$ cat src/rtl/i2c_tag_pkg.sv
package i2c_tag_pkg;
  // Command and result tags (word bits 15:8)
  localparam logic [7:0] TAG_START  = 8'h81;
  localparam logic [7:0] TAG_DATA   = 8'h82;
  localparam logic [7:0] TAG_STOPD  = 8'h83;
  localparam logic [7:0] TAG_RECV   = 8'h84;
  localparam logic [7:0] TAG_MIDATA = 8'h85;
  localparam logic [7:0] TAG_MISTOP = 8'h86;
  localparam logic [7:0] TAG_MINACK = 8'h87;

  localparam int MIN_DIV = 3;

  // Status flag positions
  localparam int FL_NACK = 0;
  localparam int FL_ARB  = 1;
  localparam int FL_BUS  = 2;
  localparam int FL_TAG  = 3;
  localparam int NFLAG   = 4;

  typedef enum logic [3:0] {
    ST_IDLE, ST_RS0, ST_SA, ST_SB,
    ST_WLO, ST_WHI, ST_ALO, ST_AHI,
    ST_RLO, ST_RHI, ST_MLO, ST_MHI,
    ST_PLO, ST_PHI, ST_PEND
  } bus_st_e;
endpackage

$ cat src/rtl/i2c_tag_prescale.sv
module i2c_tag_prescale #(
  parameter int DIV_W = 8
) (
  input  logic             clk,
  input  logic             rst_n,
  input  logic             clr,
  input  logic             hold,
  input  logic [DIV_W-1:0] div,
  output logic             tick
);
  import i2c_tag_pkg::*;
  localparam int CW = DIV_W + 2;

  logic [CW-1:0] cnt, cnt_d, lim;

  assign lim  = {2'b00, div} + CW'(MIN_DIV - 1);
  assign tick = !clr && !hold && (cnt == lim);

  always_comb begin
    if (clr)       cnt_d = '0;
    else if (hold) cnt_d = cnt;
    else if (tick) cnt_d = '0;
    else           cnt_d = cnt + 1'b1;
  end

  always_ff @(posedge clk or negedge rst_n) begin
    if (!rst_n) cnt <= '0;
    else        cnt <= cnt_d;
  end
endmodule

$ cat src/rtl/i2c_tag_sticky.sv
module i2c_tag_sticky #(
  parameter int N = 4
) (
  input  logic         clk,
  input  logic         rst_n,
  input  logic [N-1:0] set,
  input  logic         clr,
  output logic [N-1:0] q
);
  logic [N-1:0] q_d;

  always_comb q_d = (clr ? '0 : q) | set;

  always_ff @(posedge clk or negedge rst_n) begin
    if (!rst_n) q <= '0;
    else        q <= q_d;
  end
endmodule

$ cat src/rtl/i2c_tag_master.sv
module i2c_tag_master #(
  parameter int DIV_W = 8
) (
  input  logic             clk,
  input  logic             rst_n,
  input  logic             run_en,
  input  logic [DIV_W-1:0] div_val,
  input  logic             cmd_valid,
  input  logic [15:0]      cmd_data,
  output logic             cmd_ready,
  output logic             rsp_valid,
  output logic [15:0]      rsp_data,
  input  logic             scl_i,
  output logic             scl_low,
  input  logic             sda_i,
  output logic             sda_low,
  input  logic             st_clr,
  output logic             st_nack,
  output logic             st_arb_lost,
  output logic             st_bus_err,
  output logic             st_bad_tag
);
  import i2c_tag_pkg::*;

  bus_st_e     state, state_d;
  logic [7:0]  sh, sh_d, rcnt, rcnt_d;
  logic [2:0]  bcnt, bcnt_d;
  logic        last_stop, last_stop_d, in_xfer, in_xfer_d, skip, skip_d;
  logic        rsp_v_d;
  logic [15:0] rsp_w_d;
  logic [NFLAG-1:0] fset, flags;
  logic        tick, scl_rel, hold, accept;
  logic [7:0]  tag, pl;

  assign tag       = cmd_data[15:8];
  assign pl        = cmd_data[7:0];
  assign cmd_ready = (state == ST_IDLE) && run_en;
  assign accept    = cmd_ready && cmd_valid;

  always_comb begin
    case (state)
      ST_SA, ST_SB, ST_WHI, ST_AHI, ST_RHI, ST_MHI, ST_PHI: scl_rel = 1'b1;
      default: scl_rel = 1'b0;
    endcase
  end
  assign hold = scl_rel && !scl_i;

  i2c_tag_prescale #(.DIV_W(DIV_W)) u_pre (
    .clk(clk), .rst_n(rst_n), .clr(state == ST_IDLE), .hold(hold),
    .div(div_val), .tick(tick)
  );

  i2c_tag_sticky #(.N(NFLAG)) u_flags (
    .clk(clk), .rst_n(rst_n), .set(fset), .clr(st_clr), .q(flags)
  );

  assign st_nack     = flags[FL_NACK];
  assign st_arb_lost = flags[FL_ARB];
  assign st_bus_err  = flags[FL_BUS];
  assign st_bad_tag  = flags[FL_TAG];

  // Line drive per state
  always_comb begin
    scl_low = 1'b0;
    sda_low = 1'b0;
    case (state)
      ST_IDLE: scl_low = in_xfer;
      ST_RS0, ST_ALO, ST_RLO: scl_low = 1'b1;
      ST_SB:   sda_low = 1'b1;
      ST_WLO:  begin scl_low = 1'b1; sda_low = !sh[7]; end
      ST_WHI:  sda_low = !sh[7];
      ST_MLO:  begin scl_low = 1'b1; sda_low = (rcnt != 8'd1); end
      ST_MHI:  sda_low = (rcnt != 8'd1);
      ST_PLO:  begin scl_low = 1'b1; sda_low = 1'b1; end
      ST_PHI:  sda_low = 1'b1;
      default: ;
    endcase
  end

  // Next-state logic
  always_comb begin
    state_d     = state;
    sh_d        = sh;
    rcnt_d      = rcnt;
    bcnt_d      = bcnt;
    last_stop_d = last_stop;
    in_xfer_d   = in_xfer;
    skip_d      = skip;
    rsp_v_d     = 1'b0;
    rsp_w_d     = rsp_data;
    fset        = '0;
    case (state)
      ST_IDLE: if (accept) begin
        if (tag == TAG_START) begin
          skip_d = 1'b0;
          sh_d   = pl;
          if (in_xfer)                state_d = ST_RS0;
          else if (!scl_i || !sda_i) begin
            fset[FL_BUS] = 1'b1;
            skip_d       = 1'b1;
          end else                    state_d = ST_SA;
        end else if (skip) begin
          if (tag == TAG_RECV) begin
            rsp_v_d = 1'b1;
            rsp_w_d = {TAG_MINACK, 8'h00};
          end
        end else if (!in_xfer) begin
          fset[FL_TAG] = 1'b1;
        end else if (tag == TAG_DATA || tag == TAG_STOPD) begin
          sh_d        = pl;
          bcnt_d      = '0;
          last_stop_d = (tag == TAG_STOPD);
          state_d     = ST_WLO;
        end else if (tag == TAG_RECV) begin
          rcnt_d  = pl;
          bcnt_d  = '0;
          state_d = (pl == 8'd0) ? ST_PLO : ST_RLO;
        end else begin
          fset[FL_TAG] = 1'b1;
          state_d      = ST_PLO;
        end
      end
      ST_RS0: if (tick) state_d = ST_SA;
      ST_SA:  if (tick) state_d = ST_SB;
      ST_SB:  if (tick) begin
        state_d     = ST_WLO;
        bcnt_d      = '0;
        in_xfer_d   = 1'b1;
        last_stop_d = 1'b0;
      end
      ST_WLO: if (tick) state_d = ST_WHI;
      ST_WHI: if (tick) begin
        if (sh[7] && !sda_i) begin
          fset[FL_ARB] = 1'b1;
          state_d      = ST_IDLE;
          in_xfer_d    = 1'b0;
          skip_d       = 1'b1;
        end else begin
          sh_d    = {sh[6:0], 1'b0};
          bcnt_d  = bcnt + 3'd1;
          state_d = (bcnt == 3'd7) ? ST_ALO : ST_WLO;
        end
      end
      ST_ALO: if (tick) state_d = ST_AHI;
      ST_AHI: if (tick) begin
        if (sda_i) begin
          fset[FL_NACK] = 1'b1;
          skip_d        = 1'b1;
          state_d       = ST_PLO;
        end else begin
          state_d = last_stop ? ST_PLO : ST_IDLE;
        end
      end
      ST_RLO: if (tick) state_d = ST_RHI;
      ST_RHI: if (tick) begin
        sh_d   = {sh[6:0], sda_i};
        bcnt_d = bcnt + 3'd1;
        if (bcnt == 3'd7) begin
          rsp_v_d = 1'b1;
          rsp_w_d = {(rcnt == 8'd1) ? TAG_MISTOP : TAG_MIDATA, sh[6:0], sda_i};
          state_d = ST_MLO;
        end else begin
          state_d = ST_RLO;
        end
      end
      ST_MLO: if (tick) state_d = ST_MHI;
      ST_MHI: if (tick) begin
        rcnt_d  = rcnt - 8'd1;
        state_d = (rcnt == 8'd1) ? ST_PLO : ST_RLO;
      end
      ST_PLO: if (tick) state_d = ST_PHI;
      ST_PHI: if (tick) state_d = ST_PEND;
      ST_PEND: if (tick) begin
        state_d   = ST_IDLE;
        in_xfer_d = 1'b0;
      end
      default: state_d = ST_IDLE;
    endcase
  end

  always_ff @(posedge clk or negedge rst_n) begin
    if (!rst_n) begin
      state     <= ST_IDLE;
      sh        <= '0;
      rcnt      <= '0;
      bcnt      <= '0;
      last_stop <= 1'b0;
      in_xfer   <= 1'b0;
      skip      <= 1'b0;
      rsp_valid <= 1'b0;
      rsp_data  <= '0;
    end else begin
      state     <= state_d;
      sh        <= sh_d;
      rcnt      <= rcnt_d;
      bcnt      <= bcnt_d;
      last_stop <= last_stop_d;
      in_xfer   <= in_xfer_d;
      skip      <= skip_d;
      rsp_valid <= rsp_v_d;
      rsp_data  <= rsp_w_d;
    end
  end
endmodule

$ cat config.mk
export PLATFORM = sky130hd
export DESIGN_NAME = i2c_tag_master
export DESIGN_NICKNAME = d
export VERILOG_FILES = /design/src/rtl/i2c_tag_pkg.sv /design/src/rtl/i2c_tag_prescale.sv /design/src/rtl/i2c_tag_sticky.sv /design/src/rtl/i2c_tag_master.sv
export SDC_FILE = /design/constraint.sdc
export NUM_CORES = 1
export LEC_CHECK = 0
export ABC_AREA = 1
export BUFFER_PORTS_ARGS = -buffer_cell sky130_fd_sc_hd__buf_2
export CAP_MARGIN = 20
export CORE_ASPECT_RATIO = 1.75
export CORE_UTILIZATION = 35
export CTS_CLUSTER_DIAMETER = 80
export DETAILED_ROUTE_END_ITERATION = 8
export PLACE_DENSITY = 0.57
export SLEW_MARGIN = 20
export SYNTH_ARGS = -nofsm -noshare
export SYNTH_HDL_FRONTEND = slang
export SYNTH_SLANG_ARGS = --single-unit
$ cat constraint.sdc
create_clock -name clk -period 1.8 [get_ports clk]
set_input_delay 0.45 -clock clk [delete_from_list [all_inputs] [get_ports clk]]
set_output_delay 0.45 -clock clk [all_outputs]
set_load 0.05 [all_outputs]
== Word level (Yosys, flattened, before mapping) ==
Cells that the tools add are included.

* Output and inout port bits: 24
* Word-level logic and storage cells: 220
* Flip-flop bits (word level): 57

* Multiplexer cells: 114
* $add $sub $neg: 4
* Reductions and logical operators: 35
* Bitwise gates (word level): 1
* Equal/unequal tests: 55

{| class="wikitable"
|+ Operators with widths
! kind !! number
|-
| 2-to-1 mux 8 bit || 15
|-
| 2-to-1 mux 16 bit || 6
|-
| 2-to-1 mux 4 bit || 24
|-
| case mux 4 bit (15 select lines) || 1
|-
| inequality test 2 bit, second input constant || 27
|-
| 2-to-1 mux 3 bit || 14
|-
| 2-to-1 mux 1 bit || 36
|-
| equality test 8 bit, second input constant || 4
|-
| case mux 16 bit (2 select lines) || 1
|-
| 2-to-1 mux 10 bit || 3
|-
| equality test 4 bit, second input constant || 7
|-
| case mux 8 bit (3 select lines) || 1
|-
| AND reduction 7 bit || 3
|-
| AND reduction 18 bit || 1
|-
| equality test 4 x 3 -> 1 bit, second input constant || 4
|-
| case mux 8 bit (2 select lines) || 1
|-
| AND reduction 8 bit || 2
|-
| inequality test 3 bit, second input constant || 5
|-
| case mux 3 bit (4 select lines) || 1
|-
| adder 10 x 1 -> 10 bit, second input constant || 1
|-
| equality test 10 bit || 1
|-
| 2-to-1 mux 2 bit || 5
|-
| AND reduction 10 bit || 1
|-
| adder 8 x 2 -> 9 bit, second input constant || 1
|-
| other kinds (24) || 44
|}

== Depth between registers and ports, before layout ==
* Depth in word-level cells: 10
* Mapped depth: 15
* Gate-level depth less buffers: 15

== Hierarchy ==
A second synthesis with hierarchy kept.

* Cell total of the unflattened synthesis: 622
* Area, all modules: 3,988.8 µm²

{| class="wikitable"
|+ By module, submodules not included
! module !! area an instance (µm²) !! sequential area each (µm²) !! instances !! cells an instance
|-
| i2c_tag_master || 2,905.3 || 950.9 || 1 || 444
|-
| i2c_tag_prescale || 934.6 || 250.2 || 1 || 161
|-
| i2c_tag_sticky || 148.9 || 100.1 || 1 || 17
|}

== Worst setup path before layout ==
Ideal clock, no wire load.

* Path type: reg-to-output
* Start: register state[2]
* End: output port sda_low
* Arrival time: 2.520 ns
* Required time: 1.350 ns
* Stages on the path, launching flop included: 5
* Buffers on the path: 0
* Slack: -1.170 ns
* Cells stage by stage: dfrtp_1 > inv_1 > nor2_1 > inv_1 > o311ai_0

* Longest elaborated chain between the ends: 3
* Elaborated cells on any way between the ends: 11
* Classes of those cells: eq/ne (7); mux (1); reduce/logical (3)

{| class="wikitable"
|+ RTL lines
! what !! RTL line !! RTL
|-
| start: declaration || i2c_tag_master.sv:25 || <nowiki>bus_st_e state, state_d;</nowiki>
|-
| start signal: assignment || i2c_tag_master.sv:193 || <nowiki>state <= state_d;</nowiki>
|-
| equality test 4 bit (tied with other cells) || i2c_tag_master.sv:66 || <nowiki>case (state)</nowiki>
|-
| OR reduction 3 bit (no source line) / OR reduction 2 bit (equally long branches) || n/a ||
|-
| case mux 1 bit (3 select lines) * || i2c_tag_master.sv:66 ||
|-
| end: declaration || i2c_tag_master.sv:16 || <nowiki>output logic sda_low,</nowiki>
|}

Mark *: on every way between the ends. The rest lies on a longest branch, timed or not.

== Final worst setup path ==
Same ends and word-level chain as after synthesis.

==> metrics.md <==
| Metric | Value |
|---|---|
| Outcome | complete, but fails checks |
| Failing checks | setup timing |
| RR Startpoint | state[2] |
| Power per cell area | 1480 nW/um2 |
| I/O pins | 55 |
| # setup viols final | 41 |
| Clock Sink Count | 52 |
| Gr ovfl total | 0 |
| Final non-filler cell area | 6060 um2 |
| Max Fclk | 483 MHz |
| Core Region | 10300 um2 |
| Clk buf depth | 2 |
| Worst setup margin | -0.270 ns |
| Root Buffer | clkbuf_16 |
| Layout cells sized above 1 | 0.472 |
| DRC Markers | 0 |
| Via Count | 4229 |
| Routed Antenna Nets | 0 |
| Clk slew on worst S/H paths | 0.07 ns |
| Cts hold-fix bufs | 0 |
| Synth Area in Compound Gates | 0.140 |
| RSZ-0062 raised after global routing | true |
| Met2 wire length | 7330 um |
| Max-Cap Viols | 0 |
| Synth cell types | 41 |
| Inst Count DP | 820 |
| Antenna violations before repair | 0 |
| First-pass GRT wire length | 19900 um |
| Pins Over Slew Limit | 0 |
| CTS Buf Count | 5 |
| Simple-gate share of the synthesized area | 0.346 |
| M1 wire length | 4200 um |
| Post-synthesis xor/xnor area fraction | 0.0284 |
| H-tree depth | 2 |
| Net Sw Power | 4.16 mW |
| GRT Resource Usage Total | 0.230 |
| Mux cell area share after synthesis | 0 |
| FF-to-FF setup slack | -0.18 ns |
| Top Layer Used | met4 |
| Clock Latency Late Sink | 0.30 ns |
| Seq cells post-synth | 52 |
| Final WL | 12300 um |
| Register area share after synthesis | 0.351 |
| Synth warnings | 0 |
| Die Ht | 138 um |
| Cell row count | 49 |
| Post-DP HPWL | 8930 um |
| Combinational Power Share | 0.687 |
| WL/cell | 14.4 um |
| Worst hold path type | in2async |
| Pin count of the biggest net entering global routing | 53 |
| Syn Inst Count | 551 |
| Final nets | 762 |
| Dpl cell area | 4910 um2 |
| Mean post-synth cell area | 6.72 um2 |
| Worst Setup End Kind | output pin |
| Leak | 3.00 nW |
| R2R depth | 13 |
| 1st-iter DRT viols | 131 |
| Switching Share | 0.463 |
| FF-to-FF End | rsp_data[6] |
| Final Cycle Share | 1.15 |
| Max incr delay on CP | 0.46 ns |
| Total power draw | 8.99 mW |
| Clock network fraction of design power | 0.112 |
| Seq pwr share | 0.201 |
| Post-synthesis adder-cell area fraction | 0.0203 |
| Fin cells | 853 |
| CP Launch Type | register |
| Synthesized cell area | 3700 um2 |
| Hold_ws | 0.127 ns |
| CTS tree | built |
| Vias/cell | 4.96 |
| Initial DRT Pass Iterations | 4 |
| Setup WS pre-CTS | -0.609 ns |
| Period minus WS final | 2.07 ns |
| Critical path origin | state[2] |
| IO buf count | 50 |
| P&R area growth vs syn | 63.5% |
| Pint | 4.83 mW |
| Post-route clock skew | 0.00310 ns |
| Die width | 79.8 um |
| Worst path arrival time | 1.62 ns |
| Die area | 11000 um2 |
| Critical path's slowest cell | dfrtp_2 |
| Worst path required time | 1.35 ns |
| Worst Path Max Fanout | 5 |
| Final RePlAce weighted congestion | 0.903 |
| Final-layout fill cell count | 932 |
| Inserted Diodes | 0 |
| Final hold violations | 0 |
| Maximum vdd drop | 983 uV |
| Met3 wire length | 247 um |
| Starting density of the core | 0.360 |
| CP cell instances | nor2_4 > buf_6 > inv_4 > nor2_4 > a21oi_4 > o311ai_4 > buf_6 |
| Kind of critical path | reg2out |
| Largest family of logic cells by synthesized area | simple AND/OR/NAND/NOR gates |
| Vias in the first global route | 4464 |
through the flow:
stage          TNS [ns]   util
5_1_grt          -11.55  0.588
3_5_place_dp     -24.53  0.477
2_1_floorplan     -9.06      -
4_1_cts           -5.36  0.553
6_report          -5.58  0.588
3_3_place_gp     -23.32  0.477
how the worst max path moves through the flow:
stage,to,slack [ns],cells after the start
floorplan,rsp_data[0],-0.36,15
global placement,state[2],-0.58,13
detailed placement,bcnt[1],-0.61,17
CTS,sda_low,-0.23,7
global route,rsp_data[6],-0.34,17
finish,sda_low,-0.27,7
area by class of cell:
class                      count  area (um2)  share of cell area
clock buffer                   5         125              0.0207
tap                          127         159              0.0262
multi-input combinational    405        2680               0.443
sequential                    52        1310               0.216
clock inverter                 3        22.5             0.00372
inverter                      87         357              0.0589
timing repair buffer         174        1410               0.232
synth_stat cells, drive strengths merged:
master / instances / share of area
a211oi: 1 / 0.0020
a21boi: 1 / 0.0030
a21oi: 11 / 0.021
a31oi: 2 / 0.0034
and2: 1 / 0.0024
buf: 11 / 0.023
clkbuf: 2 / 0.0020
clkinv: 2 / 0.0020
conb: 1 / 0.0010
dfrtp: 52 / 0.35
ha: 6 / 0.020
inv: 85 / 0.086
nand2: 183 / 0.19
nand3: 44 / 0.063
nand4: 5 / 0.0084
nor2: 59 / 0.069
nor3: 5 / 0.0068
nor3b: 1 / 0.0020
nor4: 2 / 0.0034
o2111ai: 4 / 0.0095
o211a: 1 / 0.0027
o211ai: 2 / 0.0041
o21a: 1 / 0.0020
o21ai: 41 / 0.063
o22ai: 12 / 0.020
o311ai: 1 / 0.0024
o31ai: 2 / 0.0041
o32ai: 1 / 0.0024
xnor2: 3 / 0.0071
xor2: 9 / 0.021
critical path: cells and delay by family, from the launching register on:
kind            cells  cell delay, ns
simple gates        2            0.31
buf+inv             3            0.37
flops               1            0.46
compound gates      2            0.16
power by group through the flow:
| stage | Clock [mW] | Sequential, mW | Combinational [mW] |
|---|---|---|---|
| after floorplan | 0 | 1.76 | 2.47 |
| after global placement | 0 | 1.79 | 4.02 |
| after detailed placement | 0 | 1.79 | 4.09 |
| after CTS | 1.02 | 1.79 | 5.52 |
| after global routing | 1.06 | 1.84 | 6.68 |
| final | 1.01 | 1.80 | 6.18 |
flip-flops by register name (all words and copies together) (netlist names), 3 cells and up:
name       count
rcnt           8
sh             8
u_flags.q      4
u_pre.cnt     10
rsp_data      11
bcnt           3
state          4
routing by layer:
layer | global-route usage | up-vias
li1 | - | 2100
met5 | 0 | -
met1 | 0.217 | 2008
met4 | 0.117 | 0
met3 | 0.0264 | 38
met2 | 0.457 | 83
repair_timing:
action | CTS | global route
resized for setup | 115 | 86
pin swaps | 48 | 40
endpoints found under the hold margin | 0 | 0
cloned | 4 | 0
setup buffers | 17 | 8
endpoints found under the setup margin | 52 | 52
cell usage in the layout (no fill, tap or decap), drive strengths merged, types with 5 or more instances in the layout:
cell type  synthesis  final
o21ai             41     41
ha                 6      6
o22ai             12     12
a21oi             11     11
nand4              5      5
clkbuf             2      5
nor2              59     59
nand3             44     44
buf               11    174
inv               85     85
dfrtp             52     52
nand2            183    186
xor2               9      9
nor3               5      5
cells by family after synthesis:
| family | after synthesis |
|---|---|
| xor gates and xnor gates | 12 |
| adders and majority gates | 6 |
| and+or+nand+nor | 300 |
| DFF | 52 |
| AOI/OAI and AO/OA | 80 |
| buffers and inverters | 100 |
| other | 1 |
(Power assumes the default switching activity.)
